**src/rtl/cpr_move_pkg.sv**
```systemverilog
package cpr_move_pkg;

  typedef enum logic [1:0] {
    ST_IDLE   = 2'd0,
    ST_STALL  = 2'd1,
    ST_ACCESS = 2'd2,
    ST_DONE   = 2'd3
  } moveState_t;

  // Strobes from the control FSM to the datapath
  typedef struct packed {
    logic capReq;    // latch the request fields
    logic capRdata;  // latch bus read data
    logic markWarn;  // interlock bit seen in macro mode
  } dpCtl_t;

endpackage

```
**src/rtl/cpr_move_ctrl.sv**
```systemverilog
module cpr_move_ctrl
  import cpr_move_pkg::*;
(
  input  logic   clk,
  input  logic   rstN,
  input  logic   reqValid,
  input  logic   macroBusy,
  input  logic   microBusy,
  input  logic   microRelease,
  input  logic   busReady,
  input  logic   hazardSel,
  input  logic   isWrite,
  input  logic   ilFlag,
  input  logic   warnFlag,
  output dpCtl_t dpCtl,
  output logic   stallOut,
  output logic   busValid,
  output logic   wbValid,
  output logic   warnOut
);

  moveState_t state, stateNext;
  logic holdNow;

  // Wait condition: macro mode dominates; micro mode waits only with interlock
  always_comb begin
    if (macroBusy) begin
      holdNow = hazardSel;
    end else if (microBusy && ilFlag) begin
      holdNow = isWrite ? !microRelease : 1'b1;
    end else begin
      holdNow = 1'b0;
    end
  end

  always_comb begin
    stateNext = state;
    dpCtl     = '0;
    unique case (state)
      ST_IDLE: begin
        if (reqValid) begin
          dpCtl.capReq = 1'b1;
          stateNext    = ST_STALL;
        end
      end
      ST_STALL: begin
        dpCtl.markWarn = macroBusy && ilFlag;
        if (!holdNow) stateNext = ST_ACCESS;
      end
      ST_ACCESS: begin
        if (busReady) begin
          dpCtl.capRdata = 1'b1;
          stateNext      = ST_DONE;
        end
      end
      ST_DONE: stateNext = ST_IDLE;
      default: stateNext = ST_IDLE;
    endcase
  end

  always_ff @(posedge clk or negedge rstN) begin
    if (!rstN) state <= ST_IDLE;
    else       state <= stateNext;
  end

  assign stallOut = (state == ST_STALL) || (state == ST_ACCESS);
  assign busValid = (state == ST_ACCESS);
  assign wbValid  = (state == ST_DONE) && !isWrite;
  assign warnOut  = (state == ST_DONE) && warnFlag;

endmodule

```
**src/rtl/cpr_move_dp.sv**
```systemverilog
module cpr_move_dp
  import cpr_move_pkg::*;
#(
  parameter int ADDR_W = 32,
  parameter int ID_W   = 5,
  parameter int RT_W   = 5,
  parameter int GPR_W  = 64,
  parameter int WORD_W = 32,
  parameter logic [ADDR_W-1:0] CTRL_BASE = 32'h1000_0000,
  parameter logic [ADDR_W-1:0] WIN_BASE  = 32'h1100_4000
) (
  input  logic               clk,
  input  logic               rstN,
  input  dpCtl_t             dpCtl,
  input  logic               reqWrite,
  input  logic               reqWindow,
  input  logic [ID_W-1:0]    reqId,
  input  logic [RT_W-1:0]    reqRt,
  input  logic [GPR_W-1:0]   reqData,
  input  logic               reqInterlock,
  input  logic [(1<<ID_W)-1:0] macroHazard,
  input  logic [WORD_W-1:0]  busRdata,
  output logic               hazardSel,
  output logic               isWrite,
  output logic               ilFlag,
  output logic               warnFlag,
  output logic [ADDR_W-1:0]  busAddr,
  output logic               busWrite,
  output logic [WORD_W-1:0]  busWdata,
  output logic [RT_W-1:0]    wbRt,
  output logic [GPR_W-1:0]   wbData
);

  localparam int STRIDE_SH = 4;               // 16-byte register stride
  localparam int PAD_W     = ADDR_W - ID_W - STRIDE_SH;
  localparam int EXT_W     = GPR_W - WORD_W;

  logic                writeR, windowR, ilR, warnR;
  logic [ID_W-1:0]     idR;
  logic [RT_W-1:0]     rtR;
  logic [WORD_W-1:0]   wdataR, rdataR;
  logic [ADDR_W-1:0]   baseSel, offset;

  always_ff @(posedge clk or negedge rstN) begin
    if (!rstN) begin
      writeR  <= 1'b0;
      windowR <= 1'b0;
      ilR     <= 1'b0;
      idR     <= '0;
      rtR     <= '0;
      wdataR  <= '0;
    end else if (dpCtl.capReq) begin
      writeR  <= reqWrite;
      windowR <= reqWindow;
      ilR     <= reqInterlock;
      idR     <= reqId;
      rtR     <= reqRt;
      wdataR  <= reqData[WORD_W-1:0];
    end
  end

  always_ff @(posedge clk or negedge rstN) begin
    if (!rstN)               rdataR <= '0;
    else if (dpCtl.capRdata) rdataR <= busRdata;
  end

  always_ff @(posedge clk or negedge rstN) begin
    if (!rstN)               warnR <= 1'b0;
    else if (dpCtl.capReq)   warnR <= 1'b0;
    else if (dpCtl.markWarn) warnR <= 1'b1;
  end

  assign baseSel  = windowR ? WIN_BASE : CTRL_BASE;
  assign offset   = {{PAD_W{1'b0}}, idR, {STRIDE_SH{1'b0}}};
  assign busAddr  = baseSel + offset;
  assign busWrite = writeR;
  assign busWdata = wdataR;

  assign hazardSel = macroHazard[idR];
  assign isWrite   = writeR;
  assign ilFlag    = ilR;
  assign warnFlag  = warnR;

  assign wbRt   = rtR;
  assign wbData = {{EXT_W{rdataR[WORD_W-1]}}, rdataR};

endmodule

```
**src/rtl/cpr_move_unit.sv**
```systemverilog
module cpr_move_unit
  import cpr_move_pkg::*;
#(
  parameter int ADDR_W = 32,
  parameter int ID_W   = 5,
  parameter int RT_W   = 5,
  parameter logic [ADDR_W-1:0] CTRL_BASE = 32'h1000_0000,
  parameter logic [ADDR_W-1:0] WIN_BASE  = 32'h1100_4000
) (
  input  logic                 clk,
  input  logic                 rstN,
  input  logic                 reqValid,
  input  logic                 reqWrite,
  input  logic                 reqWindow,
  input  logic [ID_W-1:0]      reqId,
  input  logic [RT_W-1:0]      reqRt,
  input  logic [63:0]          reqData,
  input  logic                 reqInterlock,
  input  logic                 macroBusy,
  input  logic                 microBusy,
  input  logic [(1<<ID_W)-1:0] macroHazard,
  input  logic                 microRelease,
  output logic                 stallOut,
  output logic                 warnOut,
  output logic                 busValid,
  output logic                 busWrite,
  output logic [ADDR_W-1:0]    busAddr,
  output logic [31:0]          busWdata,
  input  logic                 busReady,
  input  logic [31:0]          busRdata,
  output logic                 wbValid,
  output logic [RT_W-1:0]      wbRt,
  output logic [63:0]          wbData
);

  dpCtl_t dpCtl;
  logic   hazardSel, isWrite, ilFlag, warnFlag;

  cpr_move_ctrl u_ctrl (
    .clk          (clk),
    .rstN         (rstN),
    .reqValid     (reqValid),
    .macroBusy    (macroBusy),
    .microBusy    (microBusy),
    .microRelease (microRelease),
    .busReady     (busReady),
    .hazardSel    (hazardSel),
    .isWrite      (isWrite),
    .ilFlag       (ilFlag),
    .warnFlag     (warnFlag),
    .dpCtl        (dpCtl),
    .stallOut     (stallOut),
    .busValid     (busValid),
    .wbValid      (wbValid),
    .warnOut      (warnOut)
  );

  cpr_move_dp #(
    .ADDR_W    (ADDR_W),
    .ID_W      (ID_W),
    .RT_W      (RT_W),
    .GPR_W     (64),
    .WORD_W    (32),
    .CTRL_BASE (CTRL_BASE),
    .WIN_BASE  (WIN_BASE)
  ) u_dp (
    .clk          (clk),
    .rstN         (rstN),
    .dpCtl        (dpCtl),
    .reqWrite     (reqWrite),
    .reqWindow    (reqWindow),
    .reqId        (reqId),
    .reqRt        (reqRt),
    .reqData      (reqData),
    .reqInterlock (reqInterlock),
    .macroHazard  (macroHazard),
    .busRdata     (busRdata),
    .hazardSel    (hazardSel),
    .isWrite      (isWrite),
    .ilFlag       (ilFlag),
    .warnFlag     (warnFlag),
    .busAddr      (busAddr),
    .busWrite     (busWrite),
    .busWdata     (busWdata),
    .wbRt         (wbRt),
    .wbData       (wbData)
  );

endmodule

```
**config.mk**
```make
export PLATFORM = sky130hd
export DESIGN_NAME = cpr_move_unit
export DESIGN_NICKNAME = d
export VERILOG_FILES = /design/src/rtl/cpr_move_pkg.sv /design/src/rtl/cpr_move_ctrl.sv /design/src/rtl/cpr_move_dp.sv /design/src/rtl/cpr_move_unit.sv
export SDC_FILE = /design/constraint.sdc
export NUM_CORES = 1
export LEC_CHECK = 0
export ABC_AREA = 1
export BUFFER_PORTS_ARGS = -buffer_cell sky130_fd_sc_hd__buf_4
export CORE_AREA = 2 2 110 112
export CTS_CLUSTER_SIZE = 8
export DETAILED_ROUTE_END_ITERATION = 10
export DIE_AREA = 0 0 112 114
export GPL_TIMING_DRIVEN = 0
export PLACE_DENSITY = 0.72
export REMOVE_ABC_BUFFERS = 1
export SYNTH_ARGS = -nofsm -noshare
export SYNTH_HDL_FRONTEND = slang
export SYNTH_SLANG_ARGS = --single-unit
```
**constraint.sdc**
```tcl
create_clock -name clk -period 1.42 [get_ports clk]
set_input_delay 0.213 -clock clk [delete_from_list [all_inputs] [get_ports clk]]
set_output_delay 0.213 -clock clk [all_outputs]
set_load 0.01 [all_outputs]
```
## Word-level counts from Yosys, hierarchy flattened

Cells that the tools add are included.

- Add/subtract/negate cells: 1
- Muxes and demuxes: 17
- Equal/unequal tests: 6
- $lt $le $gt $ge: 1
- Reductions and logical operators: 10

Operators with widths:

| operator | number |
|---|---|
| 32-bit by 9-bit adder with 32-bit output | 1 |
| 25-bit 2-to-1 mux | 1 |
| 1-bit 2-to-1 mux | 11 |
| 2-bit case mux with 4 select lines | 1 |
| 5-bit by 6-bit less-than comparator with 1-bit output (second input constant) | 1 |
| 2-bit 2-to-1 mux | 3 |
| 1-bit binary-select mux with 5-bit select | 1 |
| 2-bit equality test (second input constant) | 2 |
| 1-bit logical AND | 4 |
| 2-bit inequality test (second input constant) | 2 |
| 3-bit AND reduction | 1 |
| 2-bit by 1-bit equality test with 1-bit output (second input constant) | 1 |
| 1-bit logical NOT | 2 |
| 2-bit logical NOT | 1 |
| 2-bit by 1-bit inequality test with 1-bit output (second input constant) | 1 |
| 2-bit nonzero test | 1 |
| 1-bit logical OR | 1 |

- Word-level logic and storage cells: 44
- Bits in registers: 80
- Input port bits: 148

## Logic depth before layout (Yosys ltp)

Gate-level depths: netlist (run 1).

- Depth in word-level cells: 6
- Gate-level depth with buffers: 15
- Gate-level depth less buffers: 13

## Hierarchy

From an unflattened synthesis (run 1), not the netlist that was laid out.

- Cells, all modules: 354
- Area total of the unflattened synthesis: 3995.1 µm²

Modules (own cells, without submodules):

| module | instances | area each (µm²) | seq. area each (µm²) | cells each |
|---|---|---|---|---|
| cpr_move_dp | 1 | 3739.8 | 1951.9 | 312 |
| cpr_move_ctrl | 1 | 255.2 | 50.0 | 42 |

## Worst setup path before layout (run 1)

OpenSTA, ideal clock, no wires.

- Kind: register -> register
- Start: register u_ctrl.state[0]
- End: register u_dp.rdataR[0]
- Clock period less this slack: 1.522 ns
- Cell stages (with the launch flop): 6
- Path slack: -0.102 ns
- Data arrival time: 1.397 ns
- Buffers on the path: 1
- Cells stage by stage: dfrtp_1 > inv_1 > ha_1 > nand2_1 > buf_2 > mux2_2

- Word-level cells in the longest chain between the ends: 2

Ends and longest elaborated chain:

| item | line | source |
|---|---|---|
| start: declaration | cpr_move_ctrl.sv:22 | `moveState_t state, stateNext;` |
| start signal: assignment | cpr_move_ctrl.sv:63 | `else state <= stateNext;` |
| 2-bit equality test | -- |  |
| named net busValid | cpr_move_unit.sv:25 | `output logic busValid,` |
| 1-bit 2-to-1 mux | cpr_move_ctrl.sv:39 | `unique case (state)` |
| end signal: assignment | cpr_move_dp.sv:64 | `else if (dpCtl.capRdata) rdataR <= busRdata;` |
| end: declaration | cpr_move_dp.sv:41 | `logic [WORD_W-1:0] wdataR, rdataR;` |

The timed path passes the listed nets, and every way through them passes these cells.
A chain may end at the register's enable or synchronous reset.

## Worst setup path after layout (run 1)

- Start: register u_dp.idR[0]
- End: register u_ctrl.state[0]

- Word-level cells in the longest chain between the ends: 5

Ends and longest elaborated chain:

| item | line | source |
|---|---|---|
| start: declaration | cpr_move_dp.sv:39 | `logic [ID_W-1:0] idR;` |
| start signal: assignment | cpr_move_dp.sv:56 | `idR <= reqId;` |
| 1-bit binary-select mux with 5-bit select | cpr_move_dp.sv:79 | `assign hazardSel = macroHazard[idR];` |
| 1-bit 2-to-1 mux (not written as such) | cpr_move_dp.sv:79 |  |
| 1-bit 2-to-1 mux | cpr_move_ctrl.sv:27 | `if (macroBusy) begin` |
| 2-bit inequality test (no line) | -- |  |
| 3-bit AND reduction (no line) | -- |  |

No other way between the ends. The select of a mux whose other input is x is not followed.

==> results of run 1 <==
==> through the flow <==
step           cells  setup TNS (ns)
3_3_place_gp     748         -145.82
2_1_floorplan    373         -111.86
5_1_grt          782           -1.42
4_1_cts          776          -0.480
6_report         782          -0.784
3_5_place_dp     748          -87.92
==> cells by family after synthesis <==
| family | synth area share [%] |
|---|---|
| AOI/OAI and AO/OA | 0.924 |
| DFF | 51.0 |
| other | 0.191 |
| muxes | 9.18 |
| adders and majority gates | 1.59 |
| buffers and inverters | 15.4 |
| and+or+nand+nor | 21.7 |
==> what timing repair did <==
item                       in CTS  in global routing
resized for setup              30                 57
setup endpoints to repair     118                 75
gates cloned                    2                  5
buffers inserted               10                  1
pin swaps                       9                 16
==> report_power, final <==
part           switching [mW]  internal [mW]  total [mW]
clock network           0.891           1.41        2.30
registers               0.923           3.43        4.35
logic                    3.65           3.83        7.48
==> sequential cells by signal, summed over array words and instances (netlist names) <==
signal / cells
u_dp.busWdata: 32
u_dp.idR: 5
u_ctrl.state: 2
u_dp.wbRt: 5
u_dp.rdataR: 32
u_dp.windowR: 1
u_dp.ilFlag: 1
u_dp.busWrite: 1
u_dp.warnFlag: 1
==> cell usage in the layout, fill, tap and decap left out, types with 2 or more instances in the layout <==
cell and n:
dfrtp_1 77, dfrtp_4 2, inv_1 8, buf_4 228
mux2_2 32, nand2_8 5, nand3_2 22, nand2_1 143
o21ai_0 4, ha_4 2, nand2_2 30, nand2_4 3
clkbuf_16 9, buf_6 11, inv_2 4, nand3_1 8
ha_1 2, clkinv_2 2, conb_1 25
==> path summary, 6_finish.rpt <==
kind                       cells past startpoint                         start                           end
setup / recovery                              13       u_dp.idR[0]$_DFFE_PN0P_   u_ctrl.state[0]$_DFFE_PN0P_
hold / removal                                 1                          rstN   u_dp.rdataR[10]$_DFFE_PN0P_
setup reg to reg                              13       u_dp.idR[0]$_DFFE_PN0P_   u_ctrl.state[0]$_DFFE_PN0P_
hold reg to reg                                2  u_dp.busWdata[0]$_DFFE_PN0P_  u_dp.busWdata[0]$_DFFE_PN0P_
max in group asynchronous                      1                          rstN       u_dp.idR[0]$_DFFE_PN0P_
min in group clk                               3                    reqData[5]  u_dp.busWdata[5]$_DFFE_PN0P_
==> final cells by class <==
type | count | area (sq um) | area share (%)
timing repair buffer | 240 | 1860 | 30.1
timing repair inverter | 1 | 8.76 | 0.142
sequential | 80 | 2010 | 32.6
clock buffer | 11 | 243 | 3.93
clock inverter | 5 | 56.3 | 0.912
inverter | 15 | 97.6 | 1.58
multi-input combinational | 283 | 1720 | 27.8
tap | 147 | 184 | 2.98
==> per-layer routing <==
metal	share of wire [%]	vias up
li1	-	1668
met1	40	1679
met2	52	144
met3	6.0	12
met4	1.4	0
met5	0	-
==> metrics.txt, run 1 <==
register area share after synthesis=between 50 and 60%; ANT nets after route=0; clk sinks=80; wire per inst=14.7 um; status=finished, violations left; ys async rst share=100%; leading cell type by number of instances after synthesis=nand2_1; fraction of layout cells with a size suffix above 1=57.2%; Yosys cell types=24; Arrival @ worst endpoint=just under 2 ns; final core occ=52.7%; CTS Hold Bufs=0; Initial Utilization=between 30% and 40%; clock latency on the worst-skew pair=0.33 ns; top post-synthesis cells by count=168 x nand2_1, 80 x dfrtp_1, 60 x buf_4, 32 x mux2_2, 29 x nand3_1; synthesized instance count=between 400 and 500; Overflow after GRT=0; Clock Tree Root=clkbuf_16; Post-synth EDFFs=0; crit-path leading delay family=simple AND/OR/NAND/NOR gates; met2 GRT Util=roughly 28%; Pwr per Cell Area=2290 mW/mm^2; Max IR drop VDD=1400 uV; final hold vios=0; total CTS buffers=9; largest net degree at the start of global routing=slightly above 80; DR vias=3503; Synth Warn #=0; kind of end point of the critical path=flip-flop; drt total wl=around 11 mm; Fin Hold WS=approximately 0.024 ns; Cell Area, Placed=about 0.0054 sq mm; GRT Max-Usage Layer=met2; global-route wire length before repair=around 16 mm; TritonCTS clock tree=built; Main synth FF type=dfrtp_1; fin nets=roughly 800; Layout area overhead=57.2%; core region area=between 0.01 and 0.015 sq mm; synthesis-stage register bit count=80; initial antenna violation count=0; Ports=between 200 and 300; CP max-delay cell=dfrtp_4; CP Class=flip-flop to flip-flop; Largest stage delay, worst path=0.57 ns; Yosys top cell by area=dfrtp_1; worst rel slew slack=between 30% and 40%; met1 GRT Util=a little under a fifth; Initial DRC Count=approximately 160; Max FO, Critical Path=7; Die W=112 um; Startpoint Class=flip-flop; top cells by area, synth=dfrtp_1 51%, nand2_1 16%, buf_4 11%; static leakage=roughly 3.3 nW; MaxCap Viol Count=0; Longest Clk Path Bufs=2; Achievable Freq=roughly 580 MHz; most common cell type on the critical path=nand2_2; worst slew pin tran=around 1 ns; crit share post-route=121%; Finished Cell Area=~0.0062 sq mm; GRT Util Overall=about 16%; RSZ-0062 raised after global routing=yes; setup skew after layout=between 0.01 and 0.015 ns; flop2flop setup slack=-0.30 ns; post-layout worst setup margin=-0.297 ns; Critical Path, Cell by Cell=buf_6 > nand2_2 > nand3_2 > nand3_2 > nand2_2 > nand2_2 > nand3_2 > nand3_2 > nand2_2 > nand2_2 > nand2_2 > nand2_1 > nand2_1; Port Buf Inserts=around 230; total power=between 10 and 15 mW; worst path bufs/invs=1; Synth Area per Inst=between 9 and 10 sq um; hpwl dp=slightly above 7 mm; die area=about 0.013 sq mm; HP Class=input pin to async pin; Reg clk slew, reported paths=around 0.07 ns; met3 global-route usage=under 10%; DR DRC count=0; Rows=40; gpl congestion=between 0.8 and 0.9; Final Setup Violations=5; Die Ht=around 110 um; Critical Path RT=approximately 1.6 ns; H-tree depth=3; failing checks=negative setup slack; worst slack at placement=-1.43 ns; cell area after synthesis=0.00393 sq mm; Final Slew Violations=0; top-area cell type share of the netlist area=51.0%; First-pass DRT Iterations=4; ANT cells=0; Filler cells=1037; Via density=4.48; vias in the first global route=about 3400; Tmin final=roughly 1.7 ns
No activity file was read; power rests on OpenSTA's default activity.
==> inputs of run 2 (changes only) <==
--- a/config.mk
+++ b/config.mk
@@ -13,7 +13,6 @@
 export DIE_AREA = 0 0 112 114
 export GPL_TIMING_DRIVEN = 0
 export PLACE_DENSITY = 0.72
-export REMOVE_ABC_BUFFERS = 1
 export SYNTH_ARGS = -nofsm -noshare
 export SYNTH_HDL_FRONTEND = slang
 export SYNTH_SLANG_ARGS = --single-unit
==> run 2 against run 1 <==
Effect of this change:
- largest power group unchanged
- via count is 7.7% higher
- wire length rose by 6.5%
- the flow still finishes with violations (negative setup slack)
- critical path depth is 1 higher
==> metrics.txt, run 2 (same netlist as run 1, synthesis figures left out) <==
Via density=4.40 (-1.7%); Layout area overhead=79.3%; Die W=112 um (unchanged); die area=0.0128 sq mm (unchanged); kind of end point of the critical path=flip-flop; worst slew pin tran=1.00 ns (+0.00522 ns); Final Setup Violations=45 (+40); gpl congestion=0.850 (+1.0%); RSZ-0062 raised after global routing=yes; TritonCTS clock tree=built; DR vias=3772 (+7.7%); CP Class=flip-flop to flip-flop; setup TNS=-2.40 ns (-1.61 ns); fin cells=857 (+9.6%); Overflow after GRT=0 (unchanged); global-route wire length before repair=17.6 mm (+8.0%); total CTS buffers=9 (unchanged); Filler cells=1006 (-3.0%); Arrival @ worst endpoint=1.88 ns (-0.05 ns); Cells after DPL=823 (+10%); clock latency on the worst-skew pair=0.33 ns (about the same); crit share post-route=117% (-4.4 points); fraction of layout cells with a size suffix above 1=59.2% (+2.0 points); initial antenna violation count=0 (unchanged); wire per inst=14.3 um (-2.8%); Longest Clk Path Bufs=2 (unchanged); HP Class=input pin to async pin; GRT Util Overall=17.1% (+1.0 points); status=finished, violations left; Tmin final=1.65 ns (-0.0627 ns); Achievable Freq=604 MHz (+3.8%); Final Slew Violations=0 (unchanged); Port Buf Inserts=228 (unchanged); failing checks=negative setup slack; setup skew after layout=0.00604 ns (-0.00528 ns); Critical Path RT=1.64 ns (about the same); Max IR drop VDD=1090 uV (-22%); Die Ht=114 um (unchanged); hpwl dp=8.32 mm (+15%); largest net degree at the start of global routing=81 (unchanged); Pwr per Cell Area=2280 mW/mm^2 (-0.51%); post-layout worst setup margin=-0.234 ns (+0.0627 ns); static leakage=3.87 nW (+18%); MaxCap Viol Count=0 (unchanged); drt total wl=12.2 mm (+6.5%); ANT cells=0 (unchanged); most frequent cells in the layout=229 x buf_4, 149 x nand2_1, 79 x dfrtp_1; First-pass DRT Iterations=4 (unchanged); Rows=40 (unchanged); Reg clk slew, reported paths=0.06 ns (about the same); Max FO, Critical Path=7 (unchanged); ANT nets after route=0 (unchanged); Initial DRC Count=172 (+8.9%); Ports=286 (unchanged); vias in the first global route=3750 (+11%); Clock Tree Root=clkbuf_16; worst rel slew slack=33.3% (-0.35 points); core region area=0.0117 sq mm (unchanged); clk sinks=80 (unchanged); H-tree depth=3 (unchanged); commonest non-fill, non-tap cell in the layout=buf_4; Initial Utilization=33.5% (unchanged); fin nets=858 (+9.6%); final hold vios=0 (unchanged); DR DRC count=0 (unchanged); Startpoint Class=flip-flop
==> run 2: cell count changes in the layout (fill, tap and decap cells not counted), sizes merged, moves of 2 or more <==
cell    delta
inv        +2
buf       +71
nand2      -5
clkbuf     +8
==> run 2: cell type report <==
cell class / instances / area [sq um] / share of cell area, %
clock buffers: 9 / 225 / 3.20
clock inverters: 7 / 55.1 / 0.782
repair buffers: 246 / 2120 / 30.2
inverters: 15 / 70.1 / 0.995
plain buffers: 75 / 717 / 10.2
multi-input cells: 278 / 1660 / 23.6
well taps: 147 / 184 / 2.61
flip-flops and latches: 80 / 2010 / 28.5
==> run 2: through the flow <==
| step | utilization (%) | area [sq um] | total power [mW] | setup WS [ns] | hold slack [ns] |
|---|---|---|---|---|---|
| floorplan | - | 4030 | 8.07 | -0.0446 | -0.0826 |
| global placement | 50.6 | 5930 | 11.4 | -0.307 | 0.408 |
| detailed placement | 50.6 | 5930 | 11.6 | -0.331 | 0.410 |
| CTS | 55.8 | 6530 | 14.7 | -0.155 | 0.0533 |
| global route | 60.1 | 7040 | 17.0 | -0.359 | 0.0592 |
| finish | 60.1 | 7040 | 16.0 | -0.234 | 0.0515 |
==> run 2: repair_timing <==
| item | in CTS | in global routing |
|---|---|---|
| gates resized for setup | 65 | 94 |
| endpoints found under the setup margin | 115 | 114 |
| buffers inserted | 9 | 2 |
| pin swaps | 4 | 20 |
| gates cloned | 2 | 5 |
| hold buffers | 0 | 0 |
==> run 2: metal layers <==
layer	wire length, um	vias to the layer above	track usage (%)
met5	0	-	0
met4	364	0	7.72
met3	928	26	4.84
met2	6230	168	30.0
met1	4700	1767	19.5
li1	-	1811	-
==> run 2: worst max-delay path: stages (launching register included) <==
cell,delay [ns]
dfrtp_1,0.38
buf_6,0.15
clkbuf_16,0.17
nand2_4,0.06
nand3_2,0.07
nand3_1,0.10
nand2_2,0.06
nand2_1,0.05
nand3_1,0.07
nand3_1,0.09
nand2_1,0.07
nand2_2,0.10
nand2_2,0.06
nand2_1,0.07
nand2_1,0.05
==> run 2: final timing paths <==
check                                              start                             to  slack (ns)  cells past startpoint
worst max-delay path             u_dp.idR[0]$_DFFE_PN0P_    u_ctrl.state[0]$_DFFE_PN0P_       -0.23                     14
worst min-delay path                                rstN  u_dp.busWdata[10]$_DFFE_PN0P_        0.05                      1
worst max register to register   u_dp.idR[0]$_DFFE_PN0P_    u_ctrl.state[0]$_DFFE_PN0P_       -0.23                     14
worst min register to register  u_dp.wbRt[1]$_DFFE_PN0P_       u_dp.wbRt[1]$_DFFE_PN0P_        0.48                      2
max in group asynchronous                           rstN    u_dp.rdataR[31]$_DFFE_PN0P_        0.61                      1
min in group clk                             reqData[12]  u_dp.busWdata[12]$_DFFE_PN0P_        0.07                      3
==> run 2: power by group <==
part	leakage, nW	internal [mW]	switching (mW)
clock network	0.132	1.20	0.956
registers	0.974	3.42	0.752
logic	2.76	5.60	4.10
==> inputs of run 3 (changes only) <==
--- a/config.mk
+++ b/config.mk
@@ -12,7 +12,7 @@
 export DETAILED_ROUTE_END_ITERATION = 10
 export DIE_AREA = 0 0 112 114
 export GPL_TIMING_DRIVEN = 0
-export PLACE_DENSITY = 0.72
+export PLACE_DENSITY_LB_ADDON = 0.25
 export SYNTH_ARGS = -nofsm -noshare
 export SYNTH_HDL_FRONTEND = slang
 export SYNTH_SLANG_ARGS = --single-unit
==> run 3 against run 2 <==
Effect of this change:
- the flow still finishes with violations (negative setup slack)
- utilization decreased by 2.5 points
- combinational power down 7.6%
- global-route usage is 0.38 points lower
- critical path depth stayed put
- sequential share of layout area up 1.3 points
- maximum frequency grew 3.0%
- clock power rose by 3%
- sequential cell count stayed put
- sequential power fell by 1%
==> metrics.txt, run 3 (same netlist as run 1, synthesis figures left out) <==
most frequent cells in the layout=228 x buf_4, 164 x nand2_1, 79 x dfrtp_1; Reg clk slew, reported paths=0.07 ns (about the same); core region area=0.0117 sq mm (unchanged); HP Class=input pin to async pin; initial antenna violation count=0 (unchanged); Die Ht=114 um (unchanged); flop2flop setup slack=-0.19 ns (+0.05 ns); First-pass DRT Iterations=4 (unchanged); Initial DRC Count=160 (-7.0%); Achievable Freq=622 MHz (+3.0%); Initial Utilization=33.5% (unchanged); die area=0.0128 sq mm (unchanged); fraction of layout cells with a size suffix above 1=55.2% (-3.9 points); DR DRC count=0 (unchanged); Critical Path RT=1.63 ns (about the same); ANT nets after route=0 (unchanged); Overflow after GRT=0 (unchanged); worst rel slew slack=32.5% (-0.87 points); Final Setup Violations=48 (+6.7%); crit share post-route=113% (-3.3 points); clk sinks=80 (unchanged); Tmin final=1.61 ns (-0.0474 ns); kind of end point of the critical path=flip-flop; Ports=286 (unchanged); Startpoint Class=flip-flop; TritonCTS clock tree=built; gpl congestion=0.821 (-3.5%); RSZ-0062 raised after global routing=yes; Clock Tree Root=clkbuf_16; failing checks=negative setup slack; Max FO, Critical Path=10 (+3); Die W=112 um (unchanged); Arrival @ worst endpoint=1.82 ns (-0.06 ns); Multi-input gate area=0.00146 sq mm (-12%); ANT cells=0 (unchanged); GRT Util Overall=16.7% (-0.38 points); commonest non-fill, non-tap cell in the layout=buf_4; hpwl dp=8.03 mm (-3.4%); Pwr per Cell Area=2270 mW/mm^2 (-0.24%); fin nets=854 (-0.47%); largest net degree at the start of global routing=81 (unchanged); post-layout worst setup margin=-0.187 ns (+0.0474 ns); total CTS buffers=9 (unchanged); H-tree depth=3 (unchanged); Max IR drop VDD=1070 uV (-1.9%); FF/Latch Area=0.00201 sq mm (unchanged); setup skew after layout=0.00973 ns (+0.00370 ns); Port Buf Inserts=228 (unchanged); status=finished, violations left; final hold vios=0 (unchanged); CTS Hold Bufs=0 (unchanged); DR vias=3697 (-2.0%); worst slew pin tran=1.01 ns (+0.0130 ns); final core occ=57.6% (-2.5 points); Final Slew Violations=0 (unchanged); Via density=4.33 (-1.5%); Layout area overhead=71.7%; vias in the first global route=3604 (-3.9%); drt total wl=11.3 mm (-7.6%); wire per inst=13.2 um (-7.1%); global-route wire length before repair=17.2 mm (-2.1%); Filler cells=1064 (+5.8%); setup TNS=-2.96 ns (-0.565 ns); Rows=40 (unchanged); MaxCap Viol Count=0 (unchanged); Longest Clk Path Bufs=2 (unchanged); static leakage=3.66 nW (-5.4%); CP Class=flip-flop to flip-flop; clock latency on the worst-skew pair=0.33 ns (about the same)
run 3: cell types whose count changed in the layout (fill, tap and decap cells not counted), moves of 5 or more:
cell,before,now
nand3_2,15,2
mux2_2,13,32
mux2_4,19,0
nand2_1,149,164
buf_6,69,74
nand3_1,15,28
nand2_2,21,11
run 3: critical path, stage by stage, from the launching register on:
cell	delay [ns]
dfrtp_1	0.39
buf_6	0.14
buf_6	0.14
nand2_1	0.07
nand3_1	0.08
nand3_1	0.08
nand2_1	0.05
nand2_1	0.05
nand3_1	0.07
nand3_1	0.10
nand2_1	0.08
nand2_2	0.09
nand2_2	0.05
nand2_1	0.05
nand2_1	0.05
run 3: metrics by stage:
stage	hold WS [ns]	area [sq um]	total power, mW	std cells	setup WS [ns]
4_1_cts	0.0621	6700	15.3	853	-0.193
5_1_grt	0.0633	6740	16.4	853	-0.367
3_3_place_gp	0.407	5930	11.4	823	-0.260
2_1_floorplan	-0.0826	4030	8.07	448	-0.0446
3_5_place_dp	0.413	5930	11.6	823	-0.310
6_report	0.0399	6740	15.3	853	-0.187
run 3: repair_timing:
action / 4_1_cts / 5_1_grt
pin swaps: 2 / 2
setup endpoints to repair: 115 / 115
gates cloned: 2 / 1
resized for setup: 95 / 14
setup buffers: 12 / 1
endpoints found under the hold margin: 0 / 0
run 3: power by group:
part | internal [mW] | total [mW] | switching (mW)
Sequential | 3.41 | 4.13 | 0.714
Combinational | 5.17 | 8.96 | 3.79
Clock | 1.25 | 2.22 | 0.970
Total | 9.84 | 15.3 | 5.48
run 3: routing by layer:
metal | vias up | track usage (%) | wire, um
met5 | - | 0 | 0
met4 | 0 | 4.96 | 134
met3 | 14 | 5.84 | 991
met2 | 154 | 29.4 | 5870
met1 | 1733 | 19.4 | 4300
li1 | 1796 | - | -
run 3: cell type report:
cell class,instances,share of cell area [%]
inverters,15,1.00
well taps,147,2.73
clock buffers,10,3.54
multi-input cells,278,21.7
repair buffers,242,30.0
flip-flops and latches,80,29.8
clock inverters,6,0.761
plain buffers,75,10.5
run 3: final timing paths:
check | from | endpoint | cells after the start
worst max register to register | u_dp.idR[0]$_DFFE_PN0P_ | u_ctrl.state[1]$_DFFE_PN0P_ | 14
min in group clk | reqData[16] | u_dp.busWdata[16]$_DFFE_PN0P_ | 3
worst min-delay path | rstN | u_dp.rdataR[1]$_DFFE_PN0P_ | 1
max in group asynchronous | rstN | u_dp.rdataR[31]$_DFFE_PN0P_ | 1
worst max-delay path | u_dp.idR[0]$_DFFE_PN0P_ | u_ctrl.state[1]$_DFFE_PN0P_ | 14
worst min register to register | u_dp.busWdata[8]$_DFFE_PN0P_ | u_dp.busWdata[8]$_DFFE_PN0P_ | 2
